==> src/rtl/pgs_pkg.sv <==
package pgs_pkg;
  typedef enum logic [1:0] {
    FREQ_100 = 2'd0,
    FREQ_125 = 2'd1,
    FREQ_200 = 2'd2
  } freq_e;

  typedef enum logic [1:0] {
    SPR_OFF    = 2'd0,
    SPR_DN050  = 2'd1,
    SPR_CTR025 = 2'd2,
    SPR_DN075  = 2'd3
  } spread_e;

  typedef enum logic [2:0] {
    ST_WAIT_PG = 3'd0,
    ST_LOCK    = 3'd1,
    ST_RUN     = 3'd2,
    ST_STOP    = 3'd3,
    ST_OFF     = 3'd4
  } seq_e;
endpackage

==> src/rtl/pgs_sync.sv <==
module pgs_sync #(
  parameter int STAGES = 2
) (
  input  logic clk,
  input  logic rst,
  input  logic din,
  output logic dout
);
  logic [STAGES-1:0] chain;

  genvar g;
  generate
    for (g = 0; g < STAGES; g++) begin : g_stage
      always_ff @(posedge clk) begin
        if (rst) chain[g] <= 1'b0;
        else if (g == 0) chain[g] <= din;
        else chain[g] <= chain[(g == 0) ? 0 : g-1];
      end
    end
  endgenerate

  assign dout = chain[STAGES-1];
endmodule

==> src/rtl/pgs_sel_latch.sv <==
module pgs_sel_latch
  import pgs_pkg::*;
(
  input  logic       clk,
  input  logic       rst,
  input  logic       capture,
  input  logic       sel0,
  input  logic       sel1,
  input  logic       sel1_mid,
  output logic [1:0] freq_code,
  output logic [1:0] spread_code
);
  freq_e   freq_d;
  spread_e spr_d;

  always_comb begin
    if (sel1_mid) begin
      freq_d = sel0 ? FREQ_200 : FREQ_125;
      spr_d  = SPR_OFF;
    end else begin
      freq_d = FREQ_100;
      case ({sel1, sel0})
        2'b01:   spr_d = SPR_DN050;
        2'b10:   spr_d = SPR_CTR025;
        2'b11:   spr_d = SPR_DN075;
        default: spr_d = SPR_OFF;
      endcase
    end
  end

  always_ff @(posedge clk) begin
    if (rst) begin
      freq_code   <= FREQ_100;
      spread_code <= SPR_OFF;
    end else if (capture) begin
      freq_code   <= freq_d;
      spread_code <= spr_d;
    end
  end
endmodule

==> src/rtl/pgs_fsm.sv <==
module pgs_fsm
  import pgs_pkg::*;
#(
  parameter int LOCK_CYCLES = 180000,
  parameter int STOP_EDGES  = 2
) (
  input  logic clk,
  input  logic rst,
  input  logic pin_s,
  output logic capture,
  output logic osc_en,
  output logic lock_wait,
  output logic clk_run
);
  localparam int MAXC = (LOCK_CYCLES > STOP_EDGES) ? LOCK_CYCLES : STOP_EDGES;
  localparam int CW   = $clog2(MAXC + 1);
  localparam logic [CW-1:0] LOCK_LAST = CW'(LOCK_CYCLES - 1);
  localparam logic [CW-1:0] STOP_LAST = CW'(STOP_EDGES - 1);

  seq_e          st_q, st_d;
  logic [CW-1:0] cnt_q, cnt_d;

  always_comb begin
    st_d    = st_q;
    cnt_d   = cnt_q;
    capture = 1'b0;
    case (st_q)
      ST_WAIT_PG: if (pin_s) begin
        st_d    = ST_LOCK;
        cnt_d   = '0;
        capture = 1'b1;
      end
      ST_LOCK: begin
        if (!pin_s) begin
          st_d  = ST_STOP;
          cnt_d = '0;
        end else if (cnt_q == LOCK_LAST) begin
          st_d  = ST_RUN;
          cnt_d = '0;
        end else begin
          cnt_d = cnt_q + 1'b1;
        end
      end
      ST_RUN: if (!pin_s) begin
        st_d  = ST_STOP;
        cnt_d = '0;
      end
      ST_STOP: begin
        if (cnt_q == STOP_LAST) begin
          st_d  = ST_OFF;
          cnt_d = '0;
        end else begin
          cnt_d = cnt_q + 1'b1;
        end
      end
      ST_OFF: if (pin_s) begin
        st_d  = ST_LOCK;
        cnt_d = '0;
      end
      default: begin
        st_d  = ST_WAIT_PG;
        cnt_d = '0;
      end
    endcase
  end

  always_ff @(posedge clk) begin
    if (rst) begin
      st_q      <= ST_WAIT_PG;
      cnt_q     <= '0;
      osc_en    <= 1'b1;
      lock_wait <= 1'b0;
      clk_run   <= 1'b0;
    end else begin
      st_q      <= st_d;
      cnt_q     <= cnt_d;
      osc_en    <= (st_d != ST_OFF);
      lock_wait <= (st_d == ST_LOCK);
      clk_run   <= (st_d == ST_RUN);
    end
  end
endmodule

==> src/rtl/pwrgd_pd_seq.sv <==
module pwrgd_pd_seq #(
  parameter int SYNC_STAGES = 2,
  parameter int LOCK_CYCLES = 180000,
  parameter int STOP_EDGES  = 2
) (
  input  logic       clk,
  input  logic       rst,
  input  logic       pgpd_pin,
  input  logic       sel0,
  input  logic       sel1,
  input  logic       sel1_mid,
  output logic [1:0] freq_code,
  output logic [1:0] spread_code,
  output logic       osc_en,
  output logic       lock_wait,
  output logic       clk_run
);
  logic pin_s;
  logic capture;

  pgs_sync #(.STAGES(SYNC_STAGES)) u_sync (
    .clk(clk), .rst(rst), .din(pgpd_pin), .dout(pin_s)
  );

  pgs_fsm #(.LOCK_CYCLES(LOCK_CYCLES), .STOP_EDGES(STOP_EDGES)) u_fsm (
    .clk(clk), .rst(rst), .pin_s(pin_s), .capture(capture),
    .osc_en(osc_en), .lock_wait(lock_wait), .clk_run(clk_run)
  );

  pgs_sel_latch u_sel (
    .clk(clk), .rst(rst), .capture(capture),
    .sel0(sel0), .sel1(sel1), .sel1_mid(sel1_mid),
    .freq_code(freq_code), .spread_code(spread_code)
  );
endmodule

==> config.mk <==
export PLATFORM = sky130hd
export DESIGN_NAME = pwrgd_pd_seq
export DESIGN_NICKNAME = d
export VERILOG_FILES = /design/src/rtl/pgs_pkg.sv /design/src/rtl/pgs_sync.sv /design/src/rtl/pgs_sel_latch.sv /design/src/rtl/pgs_fsm.sv /design/src/rtl/pwrgd_pd_seq.sv
export SDC_FILE = /design/constraint.sdc
export NUM_CORES = 1
export LEC_CHECK = 0
export ABC_AREA = 1
export BUFFER_PORTS_ARGS = -buffer_cell sky130_fd_sc_hd__buf_2
export CORE_ASPECT_RATIO = 1.75
export CORE_MARGIN = 3
export CORE_UTILIZATION = 54
export DETAILED_ROUTE_END_ITERATION = 7
export PLACE_DENSITY_LB_ADDON = 0.08
export SLEW_MARGIN = 10
export SYNTH_ARGS = -nofsm -noshare
export SYNTH_HDL_FRONTEND = slang
export SYNTH_SLANG_ARGS = --single-unit
==> constraint.sdc <==
create_clock -name clk -period 1.37 [get_ports clk]
set_input_delay 0.3425 -clock clk [delete_from_list [all_inputs] [get_ports clk]]
set_output_delay 0.3425 -clock clk [all_outputs]
set_load 0.02 [all_outputs]
==> results_dict.tcl <==
set metrics [dict create \
    status "finished with violations" \
    violations "negative setup slack" \
    synth_top_area_share 0.331 \
    drt_iter0_drc 132 \
    core_area_um2 3180 \
    die_y_um 82.6 \
    netlist_instances 278 \
    finalHoldViolCount 0 \
    setup_viol 23 \
    ctsHtreeMaxLevel 2 \
    fin_worst_skew_ns 0.00803 \
    async_flop_share 0 \
    tightest_slew_ns 0.410 \
    clkSlewWorstSetupHoldPaths_ns 0.07 \
    timing.final.ws_setup_ns -0.189 \
    cts_tree "yes" \
    wl_um 7040 \
    period_share 1.14 \
    io_buffers 12 \
    grt.total_usage 0.307 \
    start_kind "flip-flop" \
    syn_avg_cell_area_um2 6.52 \
    slew_headroom 0.725 \
    synthesis.area_um2 1810 \
    drc 0 \
    drt.antenna.violating_nets 0 \
    clk-insertion-delay-late_ns 0.29 \
    synth_warnings 0 \
    gp_congestion 0.965 \
    first_global_vias 2221 \
    yosys-top-cells-area "dfxtp_1, nand2_1, inv_1, nor2_1, nand3_1" \
    yosys.cell_types.count 30 \
    stdcell_area_um2 2730 \
    leakage_nw 1.16 \
    register_area_um2 622 \
    multi_input_area_um2 1300 \
    place_area_um2 2250 \
    routedWlPerCell_um 18.0 \
    via_per_inst 5.87 \
    drive_above_1_share 0.468 \
    cts_root_buf "clkbuf_8" \
    arrival_ns 1.74 \
    die_w_um 49.8 \
    worst_setup_path_end_kind "flip-flop" \
    cts_buffers 5 \
    syn_nets 286 \
    num_io_pins 13 \
    yosys.cell_count.top_type "nand2_1" \
    cts_buffer_depth 2 \
    start_util 0.571 \
    dieArea_um2 4110 \
    powerDensity_nw_per_um2 1280 \
    final_cells 391 \
    row_count 27 \
    overflow 0 \
    fillers 192 \
    maxCapViolCount 0 \
    required_ns 1.55 \
    synthTopCellsByCount "nand2_1, inv_1, nor2_1" \
    insertedDiodeCount 0 \
    grt_max_degree 12 \
    finalCriticalPeriod_ns 1.56 \
    final-max-slew-violation-count 0 \
    antenna_found_initial 0 \
    layout.nets 355 \
    hp-class "in2reg" \
    synth.largest_area_cell "dfxtp_1" \
    dp_hpwl_um 4170 \
    path_class "reg2reg" \
    ys_seq_elements 30 \
    fmax_mhz 641 \
    synth_ff_type "dfxtp_1" \
    cp_max_fo 8 \
    dr.pass1.iters 5 \
    dr_total_vias 2295 \
    synth-edff-count 0 \
    grt_pass1_wl_um 9400 \
    area_delta_synth_final_pct 50.4 \
    ys_seq_area_frac 0.331 \
    ir_drop_mv 1.27 \
    rsz0062_at_grt "true" \
    dp.cells 374 \
    ctsHoldBuffers 0 \
    cts_sinks 30 \
]
==> layout by cell type (no fill, tap or decap), types with 5 or more instances in the layout <==
master	instances
nand2_1	53
buf_4	51
inv_1	34
nor2_1	24
dfxtp_1	17
nand3_1	15
nand2_2	14
buf_2	12
nand3_2	11
dfxtp_2	11
nor2_2	10
nor2_4	10
nand4_1	10
a21oi_1	10
o21ai_1	8
clkbuf_8	8
inv_2	7
nand3_4	5
==> area by class of cell <==
type / count / share of cell area
Clock buffer: 8 / 0.0404
Multi-Input combinational cell: 201 / 0.476
Sequential cell: 30 / 0.228
Inverter: 43 / 0.0611
Tap cell: 43 / 0.0197
Timing Repair Buffer: 66 / 0.175
==> final timing paths <==
path / startpoint / to / slack, ns / cells past startpoint
setup / recovery: u_fsm.cnt_q[3] / u_fsm.cnt_q[17] / -0.19 / 8
hold / removal: pgpd_pin / u_sync.chain[0] / 0.26 / 3
setup reg to reg: u_fsm.cnt_q[3] / u_fsm.cnt_q[17] / -0.19 / 8
hold reg to reg: u_sync.chain[0] / u_sync.dout / 0.42 / 2
==> routing by layer <==
layer  share of wire  routed length, um  track usage  vias up
li1                -                  -            -     1026
met1            0.30               2110        0.263     1030
met2            0.53               3750        0.594      167
met3           0.070                490       0.0539       72
met4           0.098                687        0.271        0
met5               0                  0            0        -
==> sequential cells by signal, summed over array words and instances, names as in the netlist <==
register / flops
u_fsm.cnt_q: 18
u_fsm.st_q: 3
u_sel.freq_code: 2
u_sel.spread_code: 2
u_fsm.clk_run: 1
u_fsm.lock_wait: 1
u_fsm.osc_en: 1
u_sync.chain: 1
u_sync.dout: 1
==> worst max-delay path, stage by stage (launching register included) <==
cell     delay (ns)
dfxtp_2        0.38
nor2_1         0.18
nand3_1        0.13
nor2_2         0.15
nand2_2        0.11
nand2_4        0.10
nand3_4        0.17
nand2_4        0.16
nor2_1         0.07
==> cell families after synthesis <==
group | share of synthesized area
AO/OA/AOI/OAI | 0.0849
XOR/XNOR | 0.0145
adder cells (fa/ha/maj) | 0.0138
buffers and inverters | 0.110
flip-flops | 0.331
AND/OR/NAND/NOR | 0.445
==> power breakdown <==
group / leakage (nW) / internal, mW / switching [mW]
Sequential: 0.250 / 0.946 / 0.0493
Clock: 0.0575 / 0.507 / 0.353
Combinational: 0.855 / 0.632 / 0.990
==> what timing repair did <==
action                     in CTS  in global routing
hold endpoints to repair        0                  0
cloned                          1                  0
setup buffers                   3                  6
pin swaps                      15                 18
setup endpoints to repair      21                 28
resized for setup              26                 64
==> per-stage QoR <==
| step | total power [mW] | utilization | hold slack, ns | TNS, ns | worst slack [ns] |
|---|---|---|---|---|---|
| floorplan | 1.74 | - | 0.388 | 0 | 0.00896 |
| global placement | 2.23 | 0.709 | 0.400 | -2.32 | -0.204 |
| detailed placement | 2.24 | 0.709 | 0.399 | -2.85 | -0.223 |
| CTS | 3.21 | 0.778 | 0.263 | -1.03 | -0.0950 |
| global route | 3.61 | 0.858 | 0.267 | -5.17 | -0.305 |
| finish | 3.48 | 0.858 | 0.265 | -2.69 | -0.189 |
Note: power is estimated with default switching activity, not from simulation.
